## src/rtl/attr_pkg.sv

```systemverilog
package attr_pkg;
  localparam int IDX_W       = 5;
  localparam int PAL_LAST    = 15;
  localparam logic [IDX_W-1:0] IDX_MODE  = 5'h10;
  localparam logic [IDX_W-1:0] IDX_BORDER = 5'h11;
  localparam logic [IDX_W-1:0] IDX_PLANE = 5'h12;
  localparam logic [IDX_W-1:0] IDX_PAN   = 5'h13;
  localparam logic [IDX_W-1:0] IDX_CSEL  = 5'h14;

  typedef enum logic [1:0] {
    CLS_OTHER = 2'd0,
    CLS_TEXT9 = 2'd1,
    CLS_256   = 2'd2
  } disp_class_e;
endpackage

```

## src/rtl/attr_seq.sv

```systemverilog
module attr_seq
  import attr_pkg::*;
(
  input  logic             clk,
  input  logic             rst,
  input  logic             wr_en,
  input  logic [7:0]       wr_data,
  input  logic             idx_clr,
  output logic             phase,
  output logic             oe_flag,
  output logic [IDX_W-1:0] cur_idx,
  output logic             data_we
);
  logic eff_phase;

  assign eff_phase = phase & ~idx_clr;
  assign data_we   = wr_en & eff_phase;

  always_ff @(posedge clk) begin
    if (rst) begin
      phase   <= 1'b0;
      oe_flag <= 1'b0;
      cur_idx <= '0;
    end else begin
      phase <= wr_en ? ~eff_phase : eff_phase;
      if (wr_en && !eff_phase) begin
        cur_idx <= wr_data[IDX_W-1:0];
        oe_flag <= wr_data[IDX_W];
      end
    end
  end

  AST_PHASE_FLIP: assert property (@(posedge clk) disable iff (rst)
    (wr_en && !idx_clr) |=> (phase != $past(phase)));
  AST_CLR_ALONE: assert property (@(posedge clk) disable iff (rst)
    (idx_clr && !wr_en) |=> !phase);
  AST_CLR_WITH_WRITE: assert property (@(posedge clk) disable iff (rst)
    (idx_clr && wr_en) |=> phase);
  AST_IDX_HOLD: assert property (@(posedge clk) disable iff (rst)
    (phase && !idx_clr) |=> $stable(cur_idx));
endmodule

```

## src/rtl/attr_palette.sv

```systemverilog
module attr_palette #(
  parameter int DEPTH = 16,
  parameter int WIDTH = 6,
  localparam int AW = $clog2(DEPTH)
) (
  input  logic             clk,
  input  logic             we,
  input  logic [AW-1:0]    wr_addr,
  input  logic [WIDTH-1:0] wr_val,
  input  logic [AW-1:0]    rd_addr,
  output logic [WIDTH-1:0] rd_val
);
  logic [WIDTH-1:0] mem [DEPTH];

  always_ff @(posedge clk) begin
    if (we) mem[wr_addr] <= wr_val;
    rd_val <= mem[rd_addr];
  end
endmodule

```

## src/rtl/attr_pan.sv

```systemverilog
module attr_pan
  import attr_pkg::*;
(
  input  logic       clk,
  input  logic       rst,
  input  logic [7:0] mode,
  input  logic [3:0] pan,
  output logic [3:0] shift
);
  disp_class_e cls;
  logic [3:0]  nxt;

  always_comb begin
    if (mode[0] && mode[6])       cls = CLS_256;
    else if (!mode[0] && mode[2]) cls = CLS_TEXT9;
    else                          cls = CLS_OTHER;
  end

  always_comb begin
    unique case (cls)
      CLS_256:   nxt = {2'b00, pan[2:1]};
      CLS_TEXT9: nxt = pan[3] ? 4'd0 : pan + 4'd1;
      default:   nxt = {1'b0, pan[2:0]};
    endcase
  end

  always_ff @(posedge clk) begin
    if (rst) shift <= '0;
    else     shift <= nxt;
  end

  AST_SHIFT_256: assert property (@(posedge clk) disable iff (rst)
    (cls == CLS_256) |=> (shift <= 4'd3));
  AST_SHIFT_MAX: assert property (@(posedge clk) disable iff (rst)
    shift <= 4'd8);
endmodule

```

## src/rtl/attr_regfile.sv

```systemverilog
module attr_regfile
  import attr_pkg::*;
#(
  parameter bit FULL_CFG = 1'b1,
  parameter int PAL_N    = 16,
  parameter int PAL_W    = 6,
  localparam int PAL_AW  = $clog2(PAL_N)
) (
  input  logic              clk,
  input  logic              rst,
  input  logic              wr_en,
  input  logic [7:0]        wr_data,
  input  logic              idx_clr,
  input  logic [PAL_AW-1:0] pal_rd_idx,
  output logic [PAL_W-1:0]  pal_rd_data,
  output logic              data_phase,
  output logic              out_en,
  output logic [7:0]        mode_ctl,
  output logic [5:0]        overscan,
  output logic [3:0]        plane_en,
  output logic [1:0]        stat_mux,
  output logic [3:0]        pan_raw,
  output logic [3:0]        color_sel,
  output logic [3:0]        pixel_shift
);
  localparam logic [7:0] MODE_MASK = FULL_CFG ? 8'hFF : 8'h1F;

  logic             data_we;
  logic [IDX_W-1:0] cur_idx;
  logic             pal_we;

  attr_seq u_seq (
    .clk     (clk),
    .rst     (rst),
    .wr_en   (wr_en),
    .wr_data (wr_data),
    .idx_clr (idx_clr),
    .phase   (data_phase),
    .oe_flag (out_en),
    .cur_idx (cur_idx),
    .data_we (data_we)
  );

  assign pal_we = data_we && !out_en && (cur_idx <= IDX_W'(PAL_LAST));

  attr_palette #(.DEPTH(PAL_N), .WIDTH(PAL_W)) u_pal (
    .clk     (clk),
    .we      (pal_we),
    .wr_addr (cur_idx[PAL_AW-1:0]),
    .wr_val  (wr_data[PAL_W-1:0]),
    .rd_addr (pal_rd_idx),
    .rd_val  (pal_rd_data)
  );

  always_ff @(posedge clk) begin
    if (rst) begin
      mode_ctl <= '0;
      overscan <= '0;
      plane_en <= '0;
      stat_mux <= '0;
      pan_raw  <= '0;
    end else if (data_we) begin
      case (cur_idx)
        IDX_MODE:   mode_ctl <= wr_data & MODE_MASK;
        IDX_BORDER: overscan <= wr_data[5:0];
        IDX_PLANE: begin
          plane_en <= wr_data[3:0];
          stat_mux <= wr_data[5:4];
        end
        IDX_PAN:    pan_raw <= wr_data[3:0];
        default: ;
      endcase
    end
  end

  generate
    if (FULL_CFG) begin : g_csel
      always_ff @(posedge clk) begin
        if (rst) color_sel <= '0;
        else if (data_we && cur_idx == IDX_CSEL) color_sel <= wr_data[3:0];
      end
    end else begin : g_csel_zero
      assign color_sel = '0;
    end
  endgenerate

  attr_pan u_pan (
    .clk   (clk),
    .rst   (rst),
    .mode  (mode_ctl),
    .pan   (pan_raw),
    .shift (pixel_shift)
  );

  AST_COMPAT_MASK: assert property (@(posedge clk) disable iff (rst)
    !FULL_CFG |-> (mode_ctl[7:5] == 3'b000));
  AST_CSEL_COMPAT: assert property (@(posedge clk) disable iff (rst)
    !FULL_CFG |-> (color_sel == 4'h0));
  AST_BORDER_HOLD: assert property (@(posedge clk) disable iff (rst)
    !(wr_en && data_phase && !idx_clr) |=> $stable(overscan));
  AST_HIGH_IDX: assert property (@(posedge clk) disable iff (rst)
    (data_we && cur_idx > IDX_CSEL) |=>
      ($stable(mode_ctl) && $stable(overscan) && $stable(pan_raw) && $stable(plane_en)));
endmodule

```

## config.mk

```make
export PLATFORM = sky130hd
export DESIGN_NAME = attr_regfile
export DESIGN_NICKNAME = d
export VERILOG_FILES = /design/src/rtl/attr_pkg.sv /design/src/rtl/attr_seq.sv /design/src/rtl/attr_palette.sv /design/src/rtl/attr_pan.sv /design/src/rtl/attr_regfile.sv
export SDC_FILE = /design/constraint.sdc
export NUM_CORES = 1
export LEC_CHECK = 0
export BUFFER_PORTS_ARGS = -buffer_cell sky130_fd_sc_hd__buf_2
export CAP_MARGIN = 20
export CORE_ASPECT_RATIO = 1.25
export CORE_MARGIN = 2
export CORE_UTILIZATION = 35
export CTS_CLUSTER_DIAMETER = 60
export DETAILED_ROUTE_END_ITERATION = 10
export PLACE_DENSITY_LB_ADDON = 0.25
export SLEW_MARGIN = 25
export SYNTH_ARGS = -nofsm -noshare
export SYNTH_HDL_FRONTEND = slang
export SYNTH_SLANG_ARGS = --single-unit
```

## constraint.sdc

```tcl
create_clock -name clk -period 6.8 [get_ports clk]
set_clock_uncertainty 0.1 [all_clocks]
set_input_delay 1.36 -clock clk [delete_from_list [all_inputs] [get_ports clk]]
set_output_delay 1.36 -clock clk [all_outputs]
set_load 0.05 [all_outputs]
```

Word-level counts from Yosys, hierarchy flattened
Memory sizes are Yosys's and may differ from the RTL's. A register that Yosys moved wholly into a read port is not among the register bits.
Index checks and enable logic that the tools add are counted.
{"block": "op_classes", "addsub": 1, "magnitude_cmp": 1, "n_eq_ne": 7, "muxes": 7, "bitwise": 4, "n_reduce_logical": 13}
{"operator": "5-bit equality test (second input constant)", "n": 5}
{"operator": "4-bit one-hot mux with 2 select lines", "n": 1}
{"operator": "2-bit AND reduction", "n": 4}
{"operator": "1-bit logical AND", "n": 6}
{"operator": "5-bit by 4-bit <= comparator with 1-bit output (second input constant)", "n": 1}
{"operator": "4-bit by 1-bit adder with 4-bit output (second input constant)", "n": 1}
{"operator": "1-bit 2-to-1 mux", "n": 4}
{"operator": "4-bit 2-to-1 mux", "n": 1}
{"operator": "1-bit zero test", "n": 3}
{"operator": "1-bit AND", "n": 2}
{"operator": "2-bit by 1-bit equality test with 1-bit output (second input constant)", "n": 1}
{"operator": "2-bit equality test (second input constant)", "n": 1}
{"operator": "2-bit 2-to-1 mux", "n": 1}
{"operator": "1-bit NOT", "n": 2}
{"block": "totals", "reg_bits": 39, "ramBits": 96, "input_bits": 16, "out_inout_bits": 40, "wordCells": 44, "memories": 1}
{"memory": "u_pal.mem", "words": 16, "word_bits": 6, "read_ports": 1, "rd_ports_with_merged_regs": 1, "wr": 1, "line_no": "attr_palette.sv:13", "source": "logic [WIDTH-1:0] mem [DEPTH];"}

Longest topological paths before layout
Gate-level depths: netlist of run 1.
{"block": "logic_depth", "depth_word": 7, "depth_mapped": 6, "depth_no_buf": 5}

Modules after synthesis
A second synthesis of run 1 with hierarchy kept.
{"block": "hier_totals", "hier_cells": 339, "area_unflattened_um2": 5559.1}
{"module": "attr_palette", "n_inst": 1, "cells_each": 178, "area_per_inst_um2": 3895.0, "seq_area_each_um2": 3002.9}
{"module": "attr_regfile", "n_inst": 1, "cells_each": 115, "area_per_inst_um2": 1182.4, "seq_area_each_um2": 560.5}
{"module": "attr_seq", "n_inst": 1, "cells_each": 25, "area_per_inst_um2": 272.8, "seq_area_each_um2": 140.1}
{"module": "attr_pan", "n_inst": 1, "cells_each": 21, "area_per_inst_um2": 209.0, "seq_area_each_um2": 80.1}

Least setup slack after synthesis of run 1
OpenSTA, ideal clock, no wires.
{"block": "synth_path", "kind": "input -> register", "startpoint": "in idx_clr", "endpoint": "mem u_pal.mem[6][0], enable pin", "setup_ns": 0.378, "arrival_ns": 2.862, "required_time_ns": 6.322, "setup_slack_ns": 3.460, "path_stages": 5, "n_path_buf": 0, "path_cell_list": "nor2b_1 -> ha_1 -> nor3b_1 -> nand3b_1 -> nor3b_1"}
{"block": "synth_between", "elab_chain_len": 7}
{"element": "start, declared", "line_no": "attr_regfile.sv:13", "source": "input logic idx_clr,"}
{"element": "1-bit NOT", "line_no": "attr_seq.sv:16", "source": "assign eff_phase = phase & ~idx_clr;"}
{"element": "1-bit AND", "line_no": "attr_seq.sv:16"}
{"element": "1-bit AND", "line_no": "attr_seq.sv:17", "source": "assign data_we = wr_en & eff_phase;"}
{"element": "1-bit logical AND (2 in series)", "line_no": "attr_regfile.sv:44", "source": "assign pal_we = data_we && !out_en && (cur_idx <= IDX_W'(PAL_LAST));"}
{"element": "1-bit 2-to-1 mux", "line_no": "attr_palette.sv:16", "source": "if (we) mem[wr_addr] <= wr_val;"}
{"element": "1-bit 2-to-1 mux (not written as such)", "line_no": "attr_palette.sv:16"}
{"element": "end, declared", "line_no": "attr_palette.sv:13"}
No other way between the ends.

Worst setup path after layout of run 1
{"block": "layout_path", "startpoint": "in idx_clr", "endpoint": "mem u_pal.mem[6][4], enable pin"}
Same word-level chain as after synthesis.

==> out/metrics.cfg, run 1 <==
[die]
rows=51
core_mm2=0.0156
die_area_mm2=0.0169
initial_core_util_pct=35.8
dieWidth_um=117
die_h_um=145
ios=56

[power_and_ir_drop]
leakage_uw=0.00226
clockPowerShare_pct=47.4
vdd.ir_drop.worst_uv=109
intPower_uw=1530
combPwrFrac_pct=4.8
total_switching_power_uw=422
pwr-share-seq_pct=47.7
swShare_pct=21.6
power_uw=1950
p_per_area_mw_per_mm2=297

[worst_setup_path]
crit_path_start_kind=input pin
critPathCaptureType=flop
crit_type=in2reg
crit_required_ns=6.74
critical_path.max_fanout=7
arrival_ns=3.68

[route]
avgRoutedWirePerCell_um=19.2
wirelength_um=12400
ant_nets=0
drc=0
avgViaCountPerCell=5.20
dr.pass1.iters=4
drt_iter0_drc=238
vias=3347

[synthesis]
netlist.top_cell.by_area=edfxtp_1
synth_top_area_share_pct=51.8
ys_types=35
yosysSeqAreaShare_pct=67.9
yosysWarnings=0
avgSynthCellArea_um2=15.1
yosys-top-cells-area=edfxtp_1 (52%), dfxtp_1 (16%), mux4_2 (5.7%)
synth-edff-count=96
ys_seq_elements=141
syn_area_mm2=0.00557
ys_async_sr_fraction_pct=0
syn_nets=388
synthFlopType=edfxtp_1
syn_inst=369

[clock_tree]
cts_tree=built
cts_resized=0
clock_latency_ns=0.42
cts_buffers=17
clock-sinks=141
cts_buffer_depth=2
cts.hold.buffers_added=0
htreeDepth=4
post_cts_buffers=0
path_clk_slew_ns=0.06
root_buffer=clkbuf_16

[global_routing]
antenna_found_initial=0
grt_use_total_pct=15.3
grt.overflow.total=0
grt_max_degree=40
grt_pass1_vias=3357
grt_pass1_wl_um=19200

[layout]
layout.cells.non_filler=644
fin_nets=438
area_growth_pct=18.2
design_area_mm2=0.00659
drive_gt1_share_pct=24.5
fillerInstances=1444
n_antenna_cell=0
fin_util_pct=42.3

[place]
dp.cells=612
io_buffers=55
place_hpwl_um=8010
place.gp.congestion=0.770
postPlaceCellArea_mm2=0.00597

[timing]
fin_setup_tns_ns=0
rsz0062_at_grt=no
slew_headroom_pct=41.0
post-route-period-util_pct=55.1
setup_viol=0
hold_viol=0
max_freq_mhz=267
period_needed_ns=3.75
worst_pin_slew_ns=0.883
slew_violations=0

[run]
maxCapViolCount=0

[outcome]
status=finished, final reports clean

[hold_path]
hold_class=reg2reg

[power by group through the flow]
stage	Sequential (uW)	Clock, uW	Combinational [uW]
final	933	926	94.6
after global routing	933	972	102
after CTS	933	938	96.2
after detailed placement	951	0	96.1
after global placement	951	0	95.6
after floorplan	962	0	51.1
[sequential cells by signal, indices dropped and copies added (netlist names)]
signal         flops
mode_ctl           8
u_seq.cur_idx      5
plane_en           4
u_seq.phase        1
pan_raw            4
color_sel          4
u_pan.shift        4
u_pal.mem         96
overscan           6
u_pal.rd_val       6
stat_mux           2
u_seq.oe_flag      1
[through the flow]
stage | hold WS (ns) | setup WS [ns]
finish | 0.378 | 3.05
global route | 0.406 | 2.85
CTS | 0.374 | 3.06
detailed placement | 0.365 | 2.65
global placement | 0.361 | 2.71
floorplan | 0.442 | 3.46
[final cells by class]
cell class                      instances  area (um^2)  area share, %
Sequential cell                       141         3780           57.4
Multi-Input combinational cell        200         1630           24.7
Clock buffer                           21          514           7.81
Timing Repair Buffer                   57          290           4.41
Tap cell                              212          265           4.03
Clock inverter                         11         98.8           1.50
Inverter                                2         7.51          0.114
[placed cells by master, fill, tap and decap left out, types with 3 or more instances in the layout]
cell type,Yosys,layout
mux4_1,10,10
a22oi_1,12,12
buf_2,7,55
inv_4,0,4
mux4_2,14,14
nand4_1,4,4
edfxtp_1,96,96
dfxtp_1,45,45
clkbuf_16,0,20
mux2i_1,8,8
o21ai_1,4,4
clkinv_4,0,3
nor2_1,17,17
nor2b_1,6,6
a21oi_1,29,29
a211oi_1,3,3
nand3b_1,5,5
nand2b_1,4,4
nand3_1,26,26
nor3b_1,5,5
nand2_1,10,10
nor3_1,5,5
ha_1,3,3
o21ai_0,24,24
[kinds of logic (layout without fill, tap and decap cells)]
kind of cell / after synthesis / in the layout / synth area share [%]
buffers and inverters: 28 / 91 / 2.88
and+or+nand+nor: 90 / 90 / 9.12
adders and majority gates: 3 / 3 / 0.674
DFF: 141 / 141 / 67.9
AOI/OAI and AO/OA: 75 / 75 / 7.59
muxes: 32 / 32 / 11.8
[synth_stat cells, types with 4 or more instances]
| cell type | n |
|---|---|
| a21oi_1 | 29 |
| a22oi_1 | 12 |
| buf_2 | 7 |
| buf_6 | 4 |
| clkbuf_1 | 13 |
| dfxtp_1 | 45 |
| edfxtp_1 | 96 |
| mux2i_1 | 8 |
| mux4_1 | 10 |
| mux4_2 | 14 |
| nand2_1 | 10 |
| nand2b_1 | 4 |
| nand3_1 | 26 |
| nand3b_1 | 5 |
| nand4_1 | 4 |
| nor2_1 | 17 |
| nor2b_1 | 6 |
| nor3_1 | 5 |
| nor3b_1 | 5 |
| o21ai_0 | 24 |
| o21ai_1 | 4 |
[path summary, 6_finish.rpt]
path	start	end	slack [ns]	cells past startpoint
worst max-delay path	idx_clr	u_pal.mem[6][4]	3.05	6
worst min-delay path	mode_ctl[4]	mode_ctl[4]	0.38	2
worst max register to register	u_seq.phase	u_pal.mem[6][4]	3.75	5
worst min register to register	mode_ctl[4]	mode_ctl[4]	0.38	2
[routing by layer]
metal,global-route usage [%],up-vias,share of wire (%)
met2,24.8,106,51
li1,-,1550,-
met4,5.29,0,0.97
met1,20.2,1679,43
met3,3.34,12,4.8
met5,0,-,0
[worst max-delay path, stage by stage]
cell	delay [ns]
buf_2	0.10
nor2b_1	0.14
ha_1	0.31
nor3b_1	0.67
nand3b_1	0.31
nor3b_1	0.79
Power figures use the tool's default switching activity.
==> run 2, diff against run 1 <==
ABC_AREA = 1   (was not set)
clock period = 3.45 ns   (was 6.8 ns; I/O delays follow)
==> run 2 against run 1 <==
- hold slack worse by 0.034 ns
- sequential cell count unchanged
- first-iteration DRC count up 31%
- power up 93%
- final area up 3.8%
- combinational power up 130%
- die area up 4.5%
- via count up 24%
- critical path depth up 1
- sequential power up 96%
- global-route usage up 0.70 points
==> out/metrics.cfg, run 2 <==
[worst_setup_path]
r2r_setup_slack_ns=1.37  ; was 3.75 ns
worstSetupStartpoint=idx_clr  ; unchanged
crit_path_start_kind=input pin  ; unchanged
crit_type=in2reg  ; unchanged
arrival_ns=2.04  ; was 3.68 ns
r2r-start=u_seq.phase  ; unchanged
critical_path.max_fanout=6  ; was 7
r2r-end=u_pal.mem[6][0]  ; was u_pal.mem[6][4]
critPathCaptureType=flop  ; unchanged
crit_required_ns=3.39  ; was 6.74 ns
ff2ff_path_depth=7  ; was 5

[global_routing]
grt_use_total_pct=16.0  ; was 15.3%
met3_usage_pct=3.57  ; was 3.34%
grt.overflow.total=0  ; unchanged
gr-usage-met2_pct=27.8  ; was 24.8%
grt_max_degree=49  ; was 40
grt_pass1_wl_um=21600  ; was 19200 um
met1_usage_pct=18.9  ; was 20.2%
antenna_found_initial=0  ; unchanged
grt_pass1_vias=4074  ; was 3357
grt.busiest_layer=met2  ; unchanged

[synthesis]
synth_top_area_share_pct=49.4  ; was 51.8%
netlist.top_cell.by_area=edfxtp_1  ; unchanged
syn_inst=615  ; was 369
synth_top_cells_by_count=nand2_1 (146), inv_1 (116), edfxtp_1 (96)  ; was edfxtp_1 (96), dfxtp_1 (45), a21oi_1 (29)
avgSynthCellArea_um2=9.48  ; was 15.1 um^2
syn_nets=634  ; was 388
synthFlopType=edfxtp_1  ; unchanged
synth_most_common_cell=nand2_1  ; was edfxtp_1
syn_area_mm2=0.00583  ; was 0.00557 mm^2
ys_types=19  ; was 35
ys_async_sr_fraction_pct=0  ; unchanged
yosysWarnings=0  ; unchanged
synth-edff-count=96  ; unchanged
ys_seq_elements=141  ; unchanged
yosysSeqAreaShare_pct=64.9  ; was 67.9%
yosys-top-cells-area=edfxtp_1 (49%), dfxtp_1 (15%), nand2_1 (9.4%)  ; was edfxtp_1 (52%), dfxtp_1 (16%), mux4_2 (5.7%)

[clock_tree]
htreeDepth=4  ; unchanged
clock-sinks=141  ; unchanged
cts.hold.buffers_added=0  ; unchanged
cts_buffer_depth=2  ; unchanged
cts_tree=built  ; unchanged
root_buffer=clkbuf_16  ; unchanged
path_clk_slew_ns=0.06  ; about the same
cts_resized=0  ; unchanged
cts_buffers=17  ; unchanged
clock_latency_ns=0.42  ; about the same
post_cts_buffers=0  ; unchanged

[layout]
fillerInstances=1655  ; was 1444
n_antenna_cell=0  ; unchanged
layout_common_cells=nand2_1 (146), inv_1 (116), edfxtp_1 (96)  ; was edfxtp_1 (96), buf_2 (55), dfxtp_1 (45)
drive_gt1_share_pct=13.5  ; was 24.5%
largest_register_ffs=96  ; unchanged
design_area_mm2=0.00684  ; was 0.00659 mm^2
mostFrequentLayoutCell=nand2_1  ; was edfxtp_1
fin_nets=688  ; was 438
area_growth_pct=17.3  ; was 18.2%
reg.largest.list=u_pal.mem x96, mode_ctl x8  ; unchanged
layout.cells.non_filler=898  ; was 644
regMostFlops=u_pal.mem  ; unchanged

[die]
core_mm2=0.0163  ; was 0.0156 mm^2
rows=52  ; was 51
ios=56  ; unchanged
initial_core_util_pct=35.8  ; about the same
die_area_mm2=0.0177  ; was 0.0169 mm^2
die_h_um=148  ; was 145 um
dieWidth_um=119  ; was 117 um

[power_and_ir_drop]
leakage_uw=0.00296  ; was 0.00226 uW
vdd.ir_drop.worst_uv=291  ; was 109 uV
power_uw=3780  ; was 1950 uW
p_per_area_mw_per_mm2=552  ; was 297 mW/mm^2

[place]
io_buffers=55  ; unchanged
dp.cells=866  ; was 612
postPlaceCellArea_mm2=0.00627  ; was 0.00597 mm^2
dp_slack_ns=0.909  ; was 2.65 ns
place_hpwl_um=8730  ; was 8010 um
place.gp.congestion=0.816  ; was 0.770

[route]
avgRoutedWirePerCell_um=15.0  ; was 19.2 um
dr.pass1.iters=5  ; was 4
ant_nets=0  ; unchanged
avgViaCountPerCell=4.63  ; was 5.20
vias=4161  ; was 3347
drt_iter0_drc=311  ; was 238
wirelength_um=13500  ; was 12400 um
drc=0  ; unchanged

[hold_path]
min_to=plane_en[0]  ; was mode_ctl[4]
hp-start=plane_en[0]  ; was mode_ctl[4]
hold_class=reg2reg  ; unchanged
hold_depth=2  ; unchanged

[timing]
rsz0062_at_grt=no  ; unchanged
slew_headroom_pct=40.7  ; was 41.0%
worst_pin_slew_ns=0.888  ; was 0.883 ns
setup_viol=0  ; unchanged
fin_setup_tns_ns=0  ; unchanged
post-route-period-util_pct=60.9
max_freq_mhz=476
period_needed_ns=2.10
slew_violations=0  ; unchanged
setup_slack_ns=1.35  ; was 3.05 ns
hold_viol=0  ; unchanged

[outcome]
status=finished, final reports clean  ; unchanged

[run]
maxCapViolCount=0  ; unchanged

[run 2: final cells by class]
| cell class | count | area (um^2) | area share (%) |
|---|---|---|---|
| multi-input cells | 334 | 1480 | 21.7 |
| flip-flops and latches | 141 | 3780 | 55.3 |
| well taps | 216 | 270 | 3.95 |
| clock buffers | 18 | 439 | 6.42 |
| inverters | 117 | 439 | 6.42 |
| clock inverters | 14 | 124 | 1.81 |
| repair buffers | 58 | 298 | 4.36 |
[run 2: power by group]
part | total (uW) | switching [uW] | internal [uW]
clock | 1720 | 757 | 966
combinational | 222 | 170 | 52.1
sequential | 1830 | 11.8 | 1820
total | 3780 | 938 | 2840
[run 2: logic make-up after synthesis]
logic type,after synthesis,share of synthesized area (%)
flip-flops,141,64.9
buffers and inverters,140,9.68
adder cells (fa/ha/maj),3,0.644
AND/OR/NAND/NOR,266,19.2
AO/OA/AOI/OAI,65,5.62
[run 2: metrics by stage]
step | util, % | hold slack (ns)
3_3_place_gp | 38.6 | 0.332
3_5_place_dp | 38.6 | 0.337
6_report | 42.0 | 0.345
4_1_cts | 42.0 | 0.336
5_1_grt | 42.0 | 0.346
2_1_floorplan | - | 0.386
[run 2: routing by layer]
metal | share of wire (%) | up-vias
met5 | 0 | -
met4 | 2.4 | 0
met3 | 4.9 | 21
met2 | 50 | 120
met1 | 43 | 1934
li1 | - | 2086
[run 2: worst max-delay path: stages]
cell and delay, ns:
buf_2 0.09, nor2_1 0.14, ha_1 0.19, nand2_1 0.10
inv_1 0.12, nand2_1 0.13, nor3_1 0.58
[run 2: how the worst max path moves through the flow]
stage,cells past startpoint,slack (ns),to
finish,7,1.35,u_pal.mem[6][0]
global route,7,1.11,u_pal.mem[6][1]
CTS,7,1.34,u_pal.mem[6][1]
detailed placement,7,0.91,u_pal.mem[6][5]
global placement,7,0.96,u_pal.mem[6][2]
floorplan,7,1.24,u_pal.mem[6][0]
==> run 3, diff against run 2 <==
clock period = 2 ns   (was 3.45 ns; I/O delays follow)
==> run 3 against run 2 <==
- die area unchanged
- sequential share of layout area down 1.6 points
- non-clock buffer count up 23
- routed wire length up 2.7%
- sequential power up 73%
- global-route usage up 0.51 points
- final area up 3.1%
- power up 73%
- worst setup slack worse by 1.1 ns
- final cell count up 2.6%
- utilization up 1.3 points
- critical path type is now reg2reg
==> out/metrics.cfg, run 3 (same netlist as run 2, synthesis figures left out) <==
[route]
ant_nets=0  ; unchanged
wirelength_um=13800  ; was 13500 um
drc=0  ; unchanged
drt_iter0_drc=319  ; was 311
avgRoutedWirePerCell_um=15.0  ; about the same
dr.pass1.iters=5  ; unchanged
avgViaCountPerCell=4.62  ; was 4.63
vias=4251  ; was 4161

[clock_tree]
cts.hold.buffers_added=0  ; unchanged
cts_tree=built  ; unchanged
htreeDepth=4  ; unchanged
cts_buffers=17  ; unchanged
root_buffer=clkbuf_16  ; unchanged
clock-sinks=141  ; unchanged
clock_latency_ns=0.42  ; about the same
cts_buffer_depth=2  ; unchanged
post_cts_buffers=0  ; unchanged
cts_resized=0  ; unchanged
path_clk_slew_ns=0.06  ; about the same

[die]
die_area_mm2=0.0177  ; unchanged
core_mm2=0.0163  ; unchanged
dieWidth_um=119  ; unchanged
ios=56  ; unchanged
initial_core_util_pct=35.8  ; unchanged
rows=52  ; unchanged
die_h_um=148  ; unchanged

[power_and_ir_drop]
intPower_uw=5070  ; was 2840 uW
vdd.ir_drop.worst_uv=553  ; was 291 uV
p_per_area_mw_per_mm2=930  ; was 552 mW/mm^2
combPwrFrac_pct=6.2  ; was 5.9%
power_uw=6550  ; was 3780 uW
swShare_pct=22.5  ; was 24.8%
leakage_uw=0.00310  ; was 0.00296 uW
total_switching_power_uw=1480  ; was 938 uW
clockPowerShare_pct=45.6  ; about the same
pwr-share-seq_pct=48.3  ; was 48.5%

[global_routing]
antenna_found_initial=0  ; unchanged
grt_max_degree=38  ; was 49
grt_pass1_vias=4307  ; was 4074
grt_pass1_wl_um=21900  ; was 21600 um
grt_use_total_pct=16.5  ; was 16.0%
grt.overflow.total=0  ; unchanged

[layout]
fin_util_pct=43.3  ; was 42.0%
largest_register_ffs=96  ; unchanged
n_antenna_cell=0  ; unchanged
drive_gt1_share_pct=16.5  ; was 13.5%
reg.largest.list=u_pal.mem x96, mode_ctl x8  ; unchanged
mostFrequentLayoutCell=nand2_1  ; unchanged
regMostFlops=u_pal.mem  ; unchanged
design_area_mm2=0.00705  ; was 0.00684 mm^2
layout_common_cells=nand2_1 (146), inv_1 (116), edfxtp_1 (96)  ; unchanged
area_growth_pct=20.8  ; was 17.3%
fin_nets=711  ; was 688

[timing]
worst_pin_slew_ns=0.569  ; was 0.888 ns
post-route-period-util_pct=86.9
hold_viol=0  ; unchanged
slew_violations=0  ; unchanged
fin_setup_tns_ns=0  ; unchanged
setup_viol=0  ; unchanged
rsz0062_at_grt=no  ; unchanged
slew_headroom_pct=62.1  ; was 40.7%
period_needed_ns=1.74
setup_slack_ns=0.261  ; was 1.35 ns
max_freq_mhz=575

[worst_setup_path]
arrival_ns=1.77  ; was 2.04 ns
crit_required_ns=2.03  ; was 3.39 ns
crit_path_start_kind=flop  ; was input pin
critical_path.max_fanout=6  ; unchanged
crit_type=reg2reg  ; was in2reg
critPathCaptureType=flop  ; unchanged

[place]
dp_slack_ns=0.0877  ; was 0.909 ns
place_hpwl_um=9190  ; was 8730 um
place.gp.congestion=0.790  ; was 0.816
io_buffers=55  ; unchanged
postPlaceCellArea_mm2=0.00647  ; was 0.00627 mm^2

[run]
maxCapViolCount=0  ; unchanged

[hold_path]
hold_class=in2reg  ; was reg2reg

[outcome]
status=finished, final reports clean  ; unchanged

==> run 3: cell count changes in the layout (fill, tap and decap cells not counted), sizes merged <==
| cell | change |
|---|---|
| buf | +23 |
| clkinv | -1 |
| inv | -5 |
| clkbuf | +6 |
==> run 3: worst paths after layout <==
| check | endpoint | depth (start not counted) | slack, ns | from |
|---|---|---|---|---|
| worst min-delay path | u_seq.phase | 2 | 0.06 | rst |
| worst min register to register | mode_ctl[5] | 2 | 0.34 | mode_ctl[5] |
| worst max register to register | u_pal.mem[15][5] | 7 | 0.26 | u_seq.phase |
| worst max-delay path | u_pal.mem[15][5] | 7 | 0.26 | u_seq.phase |
==> run 3: final cells by class <==
cell class                 instances  area [um^2]
timing repair buffer              81          483
clock inverter                     8         51.3
tap                              216          270
sequential                       141         3780
clock buffer                      24          524
inverter                         117          439
fill                            1637         9220
multi-input combinational        334         1490
==> run 3: through the flow <==
stage,hold WS (ns),std cells
2_1_floorplan,0.364,615
3_3_place_gp,0.330,889
3_5_place_dp,0.340,889
4_1_cts,0.0442,921
5_1_grt,0.0506,921
6_report,0.0585,921
==> run 3: power groups by stage <==
stage | clock network, uW | registers, uW | logic (uW)
6_report | 2990 | 3160 | 404
5_1_grt | 3170 | 3160 | 448
4_1_cts | 3060 | 3160 | 409
3_5_place_dp | 0 | 3220 | 407
3_3_place_gp | 0 | 3220 | 405
2_1_floorplan | 0 | 3290 | 187
==> run 3: critical path, stage by stage, from the launching register on <==
cell,delay [ns]
dfxtp_2,0.32
inv_1,0.03
nor2_1,0.11
ha_1,0.19
nand2_1,0.08
buf_4,0.15
nor3_1,0.25
buf_4,0.22
==> run 3: metal layers <==
layer / GRT usage (%) / part of all wire [%] / routed length (um) / up-vias
met3: 4.68 / 4.9 / 681 / 21
li1: - / - / - / 2132
met4: 7.53 / 2.4 / 326 / 0
met2: 28.8 / 51 / 7010 / 116
met1: 18.7 / 42 / 5830 / 1982
met5: 0 / 0 / 0 / -
